[config.mk]
export PLATFORM = sky130hd
export DESIGN_NAME = pal_list_engine
export DESIGN_NICKNAME = d
export VERILOG_FILES = /design/src/rtl/pal_pkg.sv /design/src/rtl/pal_ram.sv /design/src/rtl/pal_list_buf.sv /design/src/rtl/pal_list_fsm.sv /design/src/rtl/pal_list_engine.sv
export SDC_FILE = /design/constraint.sdc
export NUM_CORES = 1
export LEC_CHECK = 0
export CAP_MARGIN = 20
export CELL_PAD_IN_SITES_DETAIL_PLACEMENT = 0
export CELL_PAD_IN_SITES_GLOBAL_PLACEMENT = 1
export CORE_ASPECT_RATIO = 0.8
export CORE_MARGIN = 2
export CORE_UTILIZATION = 55
export DETAILED_ROUTE_END_ITERATION = 16
export MAX_ROUTING_LAYER = met4
export PLACE_DENSITY = 0.95
export SETUP_SLACK_MARGIN = 0.3
export SYNTH_ARGS = -nofsm -noshare
export SYNTH_HDL_FRONTEND = slang
export SYNTH_SLANG_ARGS = --single-unit
[constraint.sdc]
create_clock -name clk -period 6.2 [get_ports clk]
set_clock_uncertainty 0.05 [all_clocks]
set_input_delay 1.24 -clock clk [delete_from_list [all_inputs] [get_ports clk]]
set_output_delay 1.24 -clock clk [all_outputs]
set_load 0.05 [all_outputs]
[src/rtl/pal_pkg.sv]
package pal_pkg;

    localparam int IDX_W    = 4;
    localparam int COL_W    = 8;
    localparam int ADDR_W   = 16;
    localparam int LEN_W    = 8;
    localparam int REG_AW   = 5;
    localparam int NUM_COLS = 1 << IDX_W;
    localparam int ENT_W    = IDX_W + COL_W;

    localparam logic [REG_AW-1:0] REG_BASE_LO = 5'h00;
    localparam logic [REG_AW-1:0] REG_BASE_HI = 5'h01;
    localparam logic [REG_AW-1:0] REG_LEN     = 5'h02;
    localparam logic [REG_AW-1:0] REG_TGT_LO  = 5'h03;
    localparam logic [REG_AW-1:0] REG_TGT_HI  = 5'h04;
    localparam logic [REG_AW-1:0] REG_CTRL    = 5'h05;
    localparam logic [REG_AW-1:0] REG_STAT    = 5'h06;

    typedef enum logic [2:0] {
        ST_IDLE,
        ST_FETCH_IDX,
        ST_FETCH_COL,
        ST_WAIT_LINE,
        ST_APPLY
    } eng_state_t;

endpackage

[src/rtl/pal_ram.sv]
module pal_ram
    import pal_pkg::*;
(
    input  logic             clk,
    input  logic             rst_n,
    input  logic             we,
    input  logic [IDX_W-1:0] waddr,
    input  logic [COL_W-1:0] wdata,
    input  logic [IDX_W-1:0] cpu_raddr,
    output logic [COL_W-1:0] cpu_rdata,
    input  logic [IDX_W-1:0] pix_idx,
    output logic [COL_W-1:0] pix_color
);

    logic [COL_W-1:0] mem_q [NUM_COLS];

    // Storage: one always_ff per entry keeps the reset explicit.
    for (genvar g = 0; g < NUM_COLS; g++) begin : g_ent
        always_ff @(posedge clk or negedge rst_n) begin
            if (!rst_n)
                mem_q[g] <= '0;
            else if (we && waddr == IDX_W'(g))
                mem_q[g] <= wdata;
        end
    end

    // Registered lookup for the pixel path.
    always_ff @(posedge clk or negedge rst_n) begin
        if (!rst_n)
            pix_color <= '0;
        else
            pix_color <= mem_q[pix_idx];
    end

    // Combinational read for the CPU.
    assign cpu_rdata = mem_q[cpu_raddr];

endmodule

[src/rtl/pal_list_buf.sv]
module pal_list_buf
    import pal_pkg::*;
#(
    parameter int DEPTH = 16
) (
    input  logic                     clk,
    input  logic                     rst_n,
    input  logic                     we,
    input  logic [$clog2(DEPTH)-1:0] waddr,
    input  logic [ENT_W-1:0]         wdata,
    input  logic [$clog2(DEPTH)-1:0] raddr,
    output logic [ENT_W-1:0]         rdata
);

    logic [ENT_W-1:0] slot_q [DEPTH];

    for (genvar g = 0; g < DEPTH; g++) begin : g_slot
        always_ff @(posedge clk or negedge rst_n) begin
            if (!rst_n)
                slot_q[g] <= '0;
            else if (we && waddr == ($clog2(DEPTH))'(g))
                slot_q[g] <= wdata;
        end
    end

    assign rdata = slot_q[raddr];

endmodule

[src/rtl/pal_list_fsm.sv]
module pal_list_fsm
    import pal_pkg::*;
#(
    parameter int MAX_ENTRIES = 16,
    parameter int LINE_W      = 9,
    parameter int LINES       = 312,
    parameter int PTR_W       = $clog2(MAX_ENTRIES),
    parameter int CNT_W       = $clog2(MAX_ENTRIES + 1)
) (
    input  logic              clk,
    input  logic              rst_n,
    input  logic              arm,
    input  logic [ADDR_W-1:0] cfg_base,
    input  logic [LEN_W-1:0]  cfg_len,
    input  logic [LINE_W-1:0] cfg_tgt,
    input  logic [LINE_W-1:0] line_num,
    input  logic              hblank,
    output logic              mem_req,
    output logic [ADDR_W-1:0] mem_addr,
    input  logic              mem_ack,
    input  logic [COL_W-1:0]  mem_rdata,
    output logic              buf_we,
    output logic [PTR_W-1:0]  buf_ptr,
    output logic [ENT_W-1:0]  buf_wdata,
    output logic              list_we,
    output logic              busy,
    output logic              done,
    output logic              clamped,
    output logic [CNT_W-1:0]  ent_cnt
);

    eng_state_t        state_q, state_d;
    logic [ADDR_W-1:0] base_q;
    logic [CNT_W-1:0]  cnt_q;
    logic [PTR_W-1:0]  ptr_q;
    logic [IDX_W-1:0]  idx_q;
    logic [LINE_W-1:0] tgt_q;
    logic              done_q;
    logic              clamp_q;

    logic              last_ent;
    logic              trig;
    logic [LINE_W-1:0] prev_line;
    logic              len_over;
    logic [CNT_W-1:0]  len_eff;

    assign last_ent  = (CNT_W'(ptr_q) + CNT_W'(1)) == cnt_q;
    assign prev_line = (tgt_q == '0) ? LINE_W'(LINES - 1) : tgt_q - LINE_W'(1);
    assign trig      = hblank && (line_num == prev_line);
    assign len_over  = cfg_len > LEN_W'(MAX_ENTRIES);
    assign len_eff   = len_over ? CNT_W'(MAX_ENTRIES) : CNT_W'(cfg_len);

    // State register.
    always_ff @(posedge clk or negedge rst_n) begin
        if (!rst_n)
            state_q <= ST_IDLE;
        else
            state_q <= state_d;
    end

    // Next-state logic.
    always_comb begin
        state_d = state_q;
        unique case (state_q)
            ST_IDLE:      if (arm) state_d = (cfg_len == '0) ? ST_WAIT_LINE : ST_FETCH_IDX;
            ST_FETCH_IDX: if (mem_ack) state_d = ST_FETCH_COL;
            ST_FETCH_COL: if (mem_ack) state_d = last_ent ? ST_WAIT_LINE : ST_FETCH_IDX;
            ST_WAIT_LINE: if (trig) state_d = ST_APPLY;
            ST_APPLY:     if (cnt_q == '0 || last_ent) state_d = ST_IDLE;
            default:      state_d = ST_IDLE;
        endcase
    end

    // Outputs.
    always_comb begin
        mem_req   = (state_q == ST_FETCH_IDX) || (state_q == ST_FETCH_COL);
        mem_addr  = base_q + ADDR_W'({ptr_q, state_q == ST_FETCH_COL});
        buf_we    = (state_q == ST_FETCH_COL) && mem_ack;
        buf_ptr   = ptr_q;
        buf_wdata = {idx_q, mem_rdata};
        list_we   = (state_q == ST_APPLY) && (cnt_q != '0);
        busy      = state_q != ST_IDLE;
        done      = done_q;
        clamped   = clamp_q;
        ent_cnt   = cnt_q;
    end

    // Working registers.
    always_ff @(posedge clk or negedge rst_n) begin
        if (!rst_n) begin
            base_q  <= '0;
            cnt_q   <= '0;
            ptr_q   <= '0;
            idx_q   <= '0;
            tgt_q   <= '0;
            done_q  <= 1'b0;
            clamp_q <= 1'b0;
        end else begin
            unique case (state_q)
                ST_IDLE: begin
                    if (arm) begin
                        base_q  <= cfg_base;
                        tgt_q   <= cfg_tgt;
                        cnt_q   <= len_eff;
                        clamp_q <= len_over;
                        done_q  <= 1'b0;
                        ptr_q   <= '0;
                    end
                end
                ST_FETCH_IDX: begin
                    if (mem_ack)
                        idx_q <= mem_rdata[IDX_W-1:0];
                end
                ST_FETCH_COL: begin
                    if (mem_ack)
                        ptr_q <= last_ent ? '0 : ptr_q + PTR_W'(1);
                end
                ST_WAIT_LINE: begin
                    if (trig)
                        ptr_q <= '0;
                end
                ST_APPLY: begin
                    if (cnt_q == '0 || last_ent)
                        done_q <= 1'b1;
                    else
                        ptr_q <= ptr_q + PTR_W'(1);
                end
                default: ;
            endcase
        end
    end

endmodule

[src/rtl/pal_list_engine.sv]
module pal_list_engine
    import pal_pkg::*;
#(
    parameter int MAX_ENTRIES = 16,
    parameter int LINE_W      = 9,
    parameter int LINES       = 312
) (
    input  logic              clk,
    input  logic              rst_n,
    input  logic              reg_wr,
    input  logic [4:0]        reg_addr,
    input  logic [7:0]        reg_wdata,
    output logic [7:0]        reg_rdata,
    output logic              mem_req,
    output logic [15:0]       mem_addr,
    input  logic              mem_ack,
    input  logic [7:0]        mem_rdata,
    input  logic [LINE_W-1:0] line_num,
    input  logic              hblank,
    input  logic [3:0]        pix_idx,
    output logic [7:0]        pix_color
);

    localparam int PTR_W = $clog2(MAX_ENTRIES);
    localparam int CNT_W = $clog2(MAX_ENTRIES + 1);

    logic [ADDR_W-1:0] cfg_base;
    logic [LEN_W-1:0]  cfg_len;
    logic [LINE_W-1:0] cfg_tgt;
    logic              arm;
    logic              cpu_pal_we;
    logic              buf_we;
    logic [PTR_W-1:0]  buf_ptr;
    logic [ENT_W-1:0]  buf_wdata;
    logic [ENT_W-1:0]  buf_rdata;
    logic              list_we;
    logic              eng_busy;
    logic              eng_done;
    logic              eng_clamp;
    logic [CNT_W-1:0]  eng_cnt;
    logic              pal_we;
    logic [IDX_W-1:0]  pal_waddr;
    logic [COL_W-1:0]  pal_wdata;
    logic [COL_W-1:0]  cpu_pal_rdata;

    assign arm        = reg_wr && (reg_addr == REG_CTRL) && reg_wdata[0];
    assign cpu_pal_we = reg_wr && reg_addr[4];

    // Configuration registers.
    always_ff @(posedge clk or negedge rst_n) begin
        if (!rst_n) begin
            cfg_base <= '0;
            cfg_len  <= '0;
            cfg_tgt  <= '0;
        end else if (reg_wr) begin
            unique case (reg_addr)
                REG_BASE_LO: cfg_base[7:0]        <= reg_wdata;
                REG_BASE_HI: cfg_base[15:8]       <= reg_wdata;
                REG_LEN:     cfg_len              <= reg_wdata;
                REG_TGT_LO:  cfg_tgt[7:0]         <= reg_wdata;
                REG_TGT_HI:  cfg_tgt[LINE_W-1:8]  <= reg_wdata[LINE_W-9:0];
                default: ;
            endcase
        end
    end

    // Register read mux.
    always_comb begin
        reg_rdata = '0;
        if (reg_addr[4]) begin
            reg_rdata = cpu_pal_rdata;
        end else begin
            unique case (reg_addr)
                REG_BASE_LO: reg_rdata = cfg_base[7:0];
                REG_BASE_HI: reg_rdata = cfg_base[15:8];
                REG_LEN:     reg_rdata = cfg_len;
                REG_TGT_LO:  reg_rdata = cfg_tgt[7:0];
                REG_TGT_HI:  reg_rdata = 8'(cfg_tgt[LINE_W-1:8]);
                REG_STAT:    reg_rdata = {5'b0, eng_clamp, eng_done, eng_busy};
                default:     reg_rdata = '0;
            endcase
        end
    end

    // The list write has priority over a CPU write in the same cycle.
    assign pal_we    = list_we || cpu_pal_we;
    assign pal_waddr = list_we ? buf_rdata[ENT_W-1:COL_W] : reg_addr[IDX_W-1:0];
    assign pal_wdata = list_we ? buf_rdata[COL_W-1:0]     : reg_wdata;

    pal_list_fsm #(
        .MAX_ENTRIES (MAX_ENTRIES),
        .LINE_W      (LINE_W),
        .LINES       (LINES),
        .PTR_W       (PTR_W),
        .CNT_W       (CNT_W)
    ) u_fsm (
        .clk       (clk),
        .rst_n     (rst_n),
        .arm       (arm),
        .cfg_base  (cfg_base),
        .cfg_len   (cfg_len),
        .cfg_tgt   (cfg_tgt),
        .line_num  (line_num),
        .hblank    (hblank),
        .mem_req   (mem_req),
        .mem_addr  (mem_addr),
        .mem_ack   (mem_ack),
        .mem_rdata (mem_rdata),
        .buf_we    (buf_we),
        .buf_ptr   (buf_ptr),
        .buf_wdata (buf_wdata),
        .list_we   (list_we),
        .busy      (eng_busy),
        .done      (eng_done),
        .clamped   (eng_clamp),
        .ent_cnt   (eng_cnt)
    );

    pal_list_buf #(
        .DEPTH (MAX_ENTRIES)
    ) u_buf (
        .clk   (clk),
        .rst_n (rst_n),
        .we    (buf_we),
        .waddr (buf_ptr),
        .wdata (buf_wdata),
        .raddr (buf_ptr),
        .rdata (buf_rdata)
    );

    pal_ram u_pal (
        .clk       (clk),
        .rst_n     (rst_n),
        .we        (pal_we),
        .waddr     (pal_waddr),
        .wdata     (pal_wdata),
        .cpu_raddr (reg_addr[IDX_W-1:0]),
        .cpu_rdata (cpu_pal_rdata),
        .pix_idx   (pix_idx),
        .pix_color (pix_color)
    );

endmodule

==> results.txt, run 1 <==
----------------------------------------------------
[Die]
  Overall die width ... 219 um
  Row count ... 62
  Chip height ... 176 um
  Initial core utilization ... 0.562
  Area of the die ... 38,500 um2
  Ports placed on the boundary ... 72
  Area inside the core boundary ... 36,100 um2

[Place]
  Post-detail-place hpwl ... 30,200 um
  # placed instances ... 1,892
  Gp weighted congestion ... 0.874
  IO buf count ... 71

[Detailed routing]
  Violation count after the first detailed-route iteration ... 1,216
  Post-detailed-route count of antenna-violating nets ... 0
  Post-route DRC violation count ... 0
  Average vias per placed instance ... 6.43
  Length of the first detailed-routing pass in iterations ... 5
  Mean routed wirelength per cell ... 24.9 um
  Wire length reported by the detailed router ... 49,000 um
  Number of vias after detailed routing ... 12,700

[Clock tree]
  Clock-pin slew on the worst setup and hold paths ... 0.06 ns
  Clock root buffer master ... sky130_fd_sc_hd__clkbuf_16
  Number of buffers inserted for hold repair after clock tree synthesis ... 0
  Clock tree from TritonCTS ... built
  Inserted Clock Buffers ... 41
  Post CTS Setup Buffer Count ... 0
  TritonCTS sink count ... 404
  Clock insertion delay at the later pin of the skew report ... 0.53 ns
  H-tree depth reported by CTS ... 2
  Clock tree buffer depth ... 3
  Number of gates given a new drive strength after cts ... 0

[Setup path]
  Buffer and inverter count on the worst path ... 3
  Required arrival time at the worst endpoint ... 4.91 ns
  CP Class ... reg2out
  Crit end category ... output port
  Longest individual stage delay on the worst path ... 0.85 ns
  Category of the worst setup path launch point ... register
  Crit-path leading delay family ... buffers and inverters
  Largest fanout of any net on the critical path ... 14
  Slowest cell on the critical path ... sky130_fd_sc_hd__clkdlybuf4s50_1
  Crit path top cell by count ... sky130_fd_sc_hd__inv_1
  Arrival time at the worst endpoint ... 4.24 ns
  Ordered list of cells on the worst path ... nor2b_2 -> and2_1 -> ha_1 -> inv_1 -> fa_1 -> inv_1 -> a21oi_1 -> o21ai_0 -> a21o_1 -> nand2_1 -> nor2_1 -> xor2_1 -> clkdlybuf4s50_1

[Pwr]
  Net Sw Power ... 2.48 mW
  Power, Total ... 8.10 mW
  Part of the power in registers ... 0.432
  Clk pwr share ... 0.297
  Cell internal pwr ... 5.62 mW
  Switching Fraction ... 0.307
  Worst voltage drop across the vdd grid ... 376 uV
  Pwr dens ... 357 nW/um2
  LEAKAGE ... 10.2 nW
  Combinational group share of total power ... 0.271

[STA]
  Count of final setup violators ... 0
  Worst slew pin tran ... 0.953 ns
  RSZ-0062 raised after global routing ... false
  Slew Limit Fails ... 0
  Fraction of the cycle the final worst path needs ... 0.892
  Worst-case headroom to the max-slew limit ... 0.365
  Maximum clock rate ... 0.181 GHz
  Post-layout minimum cycle time ... 5.53 ns
  Worst hold margin ... 0.445 ns
  Number of hold violations in the final report ... 0
  Aggregate negative setup slack ... 0 ns

[GRT]
  Maximum number of pins on one net before global-route repair ... 122
  Global route total overflow ... 0
  Wire length of the first global-routing pass ... 76,600 um
  GRT Total Usage ... 0.269
  Vias in the first global route ... 12,900
  Initial antenna violation count ... 0

[Synth]
  Number of synthesized register bits ... 404
  Top_reg_cell synth ... sky130_fd_sc_hd__dfrtp_1
  Sequential cell area fraction in the yosys report ... 0.498
  Share of synthesized registers carrying an async set or reset ... 1.00
  Number of synthesized flops with an enable pin ... 0
  Total number of yosys warnings ... 0
  Net count after synthesis ... 1,470
  Synth Instances ... 1,419
  Area of the mapped netlist ... 20,300 um2
  Distinct cells, synth ... 74
  Mean area per synthesized cell ... 14.3 um2

[Job]
  MaxCap Viol Count ... 0

[Final layout]
  Share of final-layout standard cells stronger than drive strength 1 ... 0.416
  Diode count ... 0
  Layout area overhead ... 11.8%
  Count of nets after finishing ... 1,509
  Fin cells ... 1,968
  Final cell utilization of the core ... 0.628
  Number of inserted filler cells in the final layout ... 2,596

[Status]
  Outcome ... finished clean

[Min path]
  Path class of the lowest-slack min-delay path ... reg2reg

----------------------------------------------------
## power by group through the flow
stage	logic [mW]	registers (mW)	clock network (mW)
finish	2.20	3.50	2.41
global route	2.35	3.55	2.56
CTS	2.21	3.47	2.44
detailed placement	2.19	3.51	0
global placement	2.13	3.48	0
floorplan	1.67	3.39	0
## final timing paths
| kind | startpoint | end | slack (ns) | depth (start not counted) |
|---|---|---|---|---|
| min in group asynchronous | rst_n | u_fsm.base_q[5] | 0.70 | 1 |
| max in group asynchronous | rst_n | u_pal.mem_q[30] | 4.08 | 2 |
| min | cfg_base[6] | u_fsm.base_q[6] | 0.44 | 2 |
| max reg2reg | u_fsm.buf_ptr[1] | u_pal.mem_q[58] | 2.23 | 8 |
| min reg2reg | cfg_base[6] | u_fsm.base_q[6] | 0.44 | 2 |
| max | u_fsm.state_q[1] | mem_addr[8] | 0.67 | 13 |
## final cells by class
| class | count | area, um2 | share of cell area |
|---|---|---|---|
| Clock buffer | 65 | 1270 | 0.0559 |
| Tap cell | 480 | 601 | 0.0264 |
| Sequential cell | 404 | 10100 | 0.445 |
| Timing Repair Buffer | 92 | 896 | 0.0395 |
| Clock inverter | 8 | 46.3 | 0.00204 |
| Inverter | 18 | 67.6 | 0.00298 |
| Multi-Input combinational cell | 901 | 9720 | 0.428 |
## stage by stage
stage	instance area, um2	setup WS (ns)
floorplan	20300	1.41
global placement	21400	0.742
detailed placement	21400	0.685
CTS	22700	0.463
global route	22700	0.367
finish	22700	0.672
## cell families after synthesis
family / share of synthesized area
adder cells (fa/ha/maj): 0.00777
XOR/XNOR: 0.0110
buffers and inverters: 0.0239
flip-flops: 0.498
AND/OR/NAND/NOR: 0.0693
multiplexers: 0.357
AO/OA/AOI/OAI: 0.0330
## cell usage in the layout (no fill, tap or decap), types with 8 or more instances in the layout
cell type and count:
sky130_fd_sc_hd__a21oi_1 12, sky130_fd_sc_hd__a22oi_1 12, sky130_fd_sc_hd__and3_1 8, sky130_fd_sc_hd__buf_4 16, sky130_fd_sc_hd__clkbuf_1 11, sky130_fd_sc_hd__clkbuf_16 43, sky130_fd_sc_hd__clkbuf_8 11, sky130_fd_sc_hd__clkdlybuf4s50_1 66
sky130_fd_sc_hd__dfrtp_1 402, sky130_fd_sc_hd__ha_1 11, sky130_fd_sc_hd__inv_1 18, sky130_fd_sc_hd__mux2_2 350, sky130_fd_sc_hd__mux2_4 8, sky130_fd_sc_hd__mux4_2 138, sky130_fd_sc_hd__nand2_1 144, sky130_fd_sc_hd__nand3_1 11
sky130_fd_sc_hd__nor2_1 20, sky130_fd_sc_hd__nor2b_1 8, sky130_fd_sc_hd__nor3_1 13, sky130_fd_sc_hd__o21ai_0 18, sky130_fd_sc_hd__xnor2_1 16
## Yosys cell counts, types with 7 or more instances
master                     number  area [um2]
sky130_fd_sc_hd__nand2_1      144         541
sky130_fd_sc_hd__nor2_1        20        75.1
sky130_fd_sc_hd__o21ai_0       18        90.1
sky130_fd_sc_hd__and3_1         8        50.1
sky130_fd_sc_hd__inv_1         18        67.6
sky130_fd_sc_hd__buf_2         10        50.1
sky130_fd_sc_hd__nor2_4         7        78.8
sky130_fd_sc_hd__clkbuf_1      63         236
sky130_fd_sc_hd__xnor2_1       16         140
sky130_fd_sc_hd__mux2_4         8         120
sky130_fd_sc_hd__buf_1         15        56.3
sky130_fd_sc_hd__ha_1          11         138
sky130_fd_sc_hd__nor2b_1        9        56.3
sky130_fd_sc_hd__nand2b_1       7        43.8
sky130_fd_sc_hd__mux2_2       350        3940
sky130_fd_sc_hd__nor3_1        13        65.1
sky130_fd_sc_hd__xor2_1         7        61.3
sky130_fd_sc_hd__nand3_1       11        55.1
sky130_fd_sc_hd__a21oi_1       12        60.1
sky130_fd_sc_hd__a22oi_1       12        90.1
sky130_fd_sc_hd__mux4_2       138        3110
sky130_fd_sc_hd__dfrtp_1      404       10100
## routing by layer
| layer | vias to the layer above | share of wire | track usage |
|---|---|---|---|
| li1 | 5385 | - | - |
| met1 | 6709 | 0.44 | 0.387 |
| met2 | 463 | 0.47 | 0.398 |
| met3 | 103 | 0.065 | 0.0435 |
| met4 | 0 | 0.029 | 0.0802 |
| met5 | - | 0 | - |
## registers in the layout, summed over array words and instances, names as in the netlist
register,count
u_fsm.tgt_q,9
u_buf.slot_q,192
cfg_len,8
u_pal.pix_color,8
cfg_base,16
cfg_tgt,9
u_fsm.idx_q,4
u_fsm.base_q,16
u_fsm.ent_cnt,5
u_fsm.buf_ptr,4
u_fsm.done,1
u_pal.mem_q,128
u_fsm.clamped,1
u_fsm.state_q,3
## worst min-delay path: stages (launching register included)
cell                      delay, ns
sky130_fd_sc_hd__dfrtp_1       0.36
sky130_fd_sc_hd__nand2_1       0.06
sky130_fd_sc_hd__nand2_1       0.05
(Power assumes the default switching activity.)
==> run 2, diff against run 1 <==
--- a/config.mk
+++ b/config.mk
@@ -17,4 +17,5 @@
 export SETUP_SLACK_MARGIN = 0.3
 export SYNTH_ARGS = -nofsm -noshare
 export SYNTH_HDL_FRONTEND = slang
+export SYNTH_HIERARCHICAL = 1
 export SYNTH_SLANG_ARGS = --single-unit
==> run 2 against run 1 <==
Utilization is 0.47 points lower. Total power grew 1.6%. Cell count is 0.56% higher. Area after synthesis barely moved. First-iteration DRC count down 12%. Sequential share of layout area rose by 0.35 points. Largest cell class unchanged. Critical path depth did not move. Hold slack got worse by 0.0066 ns. Maximum frequency rose by 3.6%. Critical endpoint is now mem_addr[10]. Worst setup slack improved by 0.19 ns. Wire length fell by 1.0%.
==> results.txt, run 2 <==
----------------------------------------------------
[Clock tree]
  H-tree depth reported by CTS ... 2
  Post CTS Setup Buffer Count ... 0
  Number of gates given a new drive strength after cts ... 0
  TritonCTS sink count ... 404
  Inserted Clock Buffers ... 40
  Clock insertion delay at the later pin of the skew report ... 0.55 ns
  Clock tree buffer depth ... 3
  Clock tree from TritonCTS ... built
  Clock root buffer master ... sky130_fd_sc_hd__clkbuf_16
  Number of buffers inserted for hold repair after clock tree synthesis ... 0
  Clock-pin slew on the worst setup and hold paths ... 0.07 ns

[STA]
  Fraction of the cycle the final worst path needs ... 0.860
  Aggregate negative setup slack ... 0 ns
  Worst-case headroom to the max-slew limit ... 0.246
  RSZ-0062 raised after global routing ... false
  Number of hold violations in the final report ... 0
  Final critical-path setup slack ... 0.865 ns
  Count of final setup violators ... 0
  Worst slew pin tran ... 1.13 ns
  Post-layout minimum cycle time ... 5.33 ns
  Maximum clock rate ... 0.187 GHz
  Slew Limit Fails ... 0

[Synth]
  Sequential cell area fraction in the yosys report ... 0.498
  Synth Instances ... 1,446
  Number of synthesized register bits ... 404
  Net count after synthesis ... 1,494
  Top_reg_cell synth ... sky130_fd_sc_hd__dfrtp_1
  Total number of yosys warnings ... 6
  Distinct cells, synth ... 71
  Share of synthesized registers carrying an async set or reset ... 1.00
  Cell types with the largest area share after synthesis ... sky130_fd_sc_hd__dfrtp_1 50%, sky130_fd_sc_hd__mux2_2 21%, sky130_fd_sc_hd__mux4_2 13%
  Mean area per synthesized cell ... 14.0 um2
  Area share of the leading cell type in the synthesized netlist ... 0.498
  Area of the mapped netlist ... 20,300 um2
  Most numerous cell in the Yosys netlist ... sky130_fd_sc_hd__dfrtp_1
  Post-synthesis cell type with the largest combined area ... sky130_fd_sc_hd__dfrtp_1
  Cell types with the highest counts after synthesis ... 404 x sky130_fd_sc_hd__dfrtp_1, 373 x sky130_fd_sc_hd__mux2_2, 122 x sky130_fd_sc_hd__nand2_1, 117 x sky130_fd_sc_hd__mux4_2, 59 x sky130_fd_sc_hd__a22oi_1
  Number of synthesized flops with an enable pin ... 0

[Setup path]
  Required arrival time at the worst endpoint ... 4.91 ns
  Minimum setup slack among reg-to-reg paths ... 1.58 ns
  Largest fanout of any net on the critical path ... 13
  Crit Reg-Reg Startpoint ... u_fsm/buf_ptr[0]
  Ordered list of cells on the worst path ... nor2_1 -> and2_1 -> ha_1 -> inv_1 -> fa_1 -> inv_1 -> a21oi_1 -> o21bai_1 -> a21o_1 -> nor2b_1 -> nand3_1 -> xnor2_1 -> clkdlybuf4s50_1
  Slowest cell on the critical path ... sky130_fd_sc_hd__clkdlybuf4s50_1
  Worst reg2reg path depth ... 8
  Category of the worst setup path launch point ... register
  CP Class ... reg2out
  Crit path top cell by count ... sky130_fd_sc_hd__inv_1
  Longest individual stage delay on the worst path ... 0.84 ns
  Arrival time at the worst endpoint ... 4.04 ns
  Crit end category ... output port
  End of the worst register-to-register path ... u_pal/mem_q[103]

[Pwr]
  Combinational group share of total power ... 0.259
  Clk pwr share ... 0.297
  Cell internal pwr ... 5.74 mW
  LEAKAGE ... 10.1 nW
  Switching Fraction ... 0.303
  Net Sw Power ... 2.49 mW
  Worst voltage drop across the vdd grid ... 277 uV
  Part of the power in registers ... 0.444
  Pwr dens ... 365 nW/um2

[Final layout]
  Top flop regs ... u_buf/slot_q x192, u_pal/mem_q x128
  Count of nets after finishing ... 1,518
  Diode count ... 0
  Final cell utilization of the core ... 0.623
  Number of inserted filler cells in the final layout ... 2,642
  Most common cell after layout, fill and taps aside ... sky130_fd_sc_hd__dfrtp_1
  Largest register by flop count ... u_buf/slot_q
  Final instance area ... 22,500 um2
  Most used cells in the layout excluding fill and tap cells ... 402 x sky130_fd_sc_hd__dfrtp_1, 373 x sky130_fd_sc_hd__mux2_2, 122 x sky130_fd_sc_hd__nand2_1
  Share of final-layout standard cells stronger than drive strength 1 ... 0.408
  Layout area overhead ... 11.1%
  Largest register FFs ... 192

[GRT]
  Vias in the first global route ... 13,100
  GRT Total Usage ... 0.267
  Wire length of the first global-routing pass ... 76,700 um
  Initial antenna violation count ... 0
  Maximum number of pins on one net before global-route repair ... 158
  Global route total overflow ... 0

[Die]
  Area inside the core boundary ... 36,100 um2
  Overall die width ... 219 um
  Initial core utilization ... 0.561
  Ports placed on the boundary ... 72
  Row count ... 62
  Chip height ... 176 um
  Area of the die ... 38,500 um2

[Detailed routing]
  Violation count after the first detailed-route iteration ... 1,067
  Wire length reported by the detailed router ... 48,500 um
  Length of the first detailed-routing pass in iterations ... 5
  Number of vias after detailed routing ... 12,800
  Average vias per placed instance ... 6.45
  Post-detailed-route count of antenna-violating nets ... 0
  Post-route DRC violation count ... 0
  Mean routed wirelength per cell ... 24.5 um

[Min path]
  Path class of the lowest-slack min-delay path ... reg2reg
  Hold wc startpoint ... u_fsm/base_q[3]
  Instance count along the most critical hold path ... 2
  Worst Hold Endpoint ... u_fsm/base_q[3]

[Place]
  Post-detail-place hpwl ... 31,000 um
  Post-placement setup slack ... 0.909 ns
  Area post-placement ... 21,200 um2
  IO buf count ... 71
  Gp weighted congestion ... 0.855

[Job]
  MaxCap Viol Count ... 0

[Status]
  Outcome ... finished clean

----------------------------------------------------
-- run 2: worst max path at each step --
| stage | slack (ns) | startpoint | cells past startpoint | end |
|---|---|---|---|---|
| after floorplan | 1.84 | u_fsm/state_q[2] | 13 | mem_addr[10] |
| after global placement | 0.92 | reg_addr[0] | 8 | reg_rdata[2] |
| after detailed placement | 0.91 | reg_addr[0] | 7 | reg_rdata[4] |
| after CTS | 0.85 | u_fsm/state_q[2] | 13 | mem_addr[10] |
| after global routing | 0.62 | u_fsm/state_q[2] | 13 | mem_addr[10] |
| final | 0.87 | u_fsm/state_q[2] | 13 | mem_addr[10] |
-- run 2: final cells by class --
cell class	count	area, um2	area share
well taps	480	601	0.0266
multi-input cells	920	9570	0.425
flip-flops and latches	404	10100	0.449
inverters	16	60.1	0.00266
repair buffers	88	853	0.0379
clock inverters	11	125	0.00555
clock buffers	60	1210	0.0536
-- run 2: per-stage QoR --
step	power [mW]	hold slack (ns)	std cells
CTS	8.26	0.442	1979
detailed placement	5.79	0.427	1908
global route	8.59	0.460	1979
global placement	5.67	0.427	1908
finish	8.23	0.438	1979
floorplan	5.14	0.400	1446
-- run 2: power groups by stage --
stage	Combinational, mW	Sequential (mW)	Clock, mW
2_1_floorplan	1.63	3.50	0
3_3_place_gp	2.04	3.63	0
3_5_place_dp	2.12	3.68	0
4_1_cts	2.14	3.64	2.48
5_1_grt	2.28	3.72	2.59
6_report	2.13	3.65	2.45
-- run 2: cell families (layout without fill, tap and decap cells) --
logic type	count (synthesis)	in the layout	synth area share
compound gates	127	127	0.0470
xor+xnor	25	25	0.0108
fa+ha+maj	9	9	0.00592
buf+inv	122	175	0.0313
flops	404	404	0.498
mux	496	496	0.340
simple gates	263	263	0.0668
-- run 2: worst max-delay path, delay by kind of cell, from the launching register on --
family          cells  cell delay, ns
compound gates      3            0.44
simple gates        4            0.83
flops               1            0.53
buf+inv             3            0.97
fa+ha+maj           2            0.56
xor+xnor            1            0.17
-- run 2: routing by layer --
layer / part of all wire / global-route usage / up-vias / routed length [um]
met4: 0.020 / 0.0614 / 0 / 948
met5: 0 / - / - / 0
met3: 0.081 / 0.0502 / 83 / 3930
met1: 0.44 / 0.386 / 6690 / 21200
met2: 0.46 / 0.395 / 536 / 22400
li1: - / - / 5449 / -
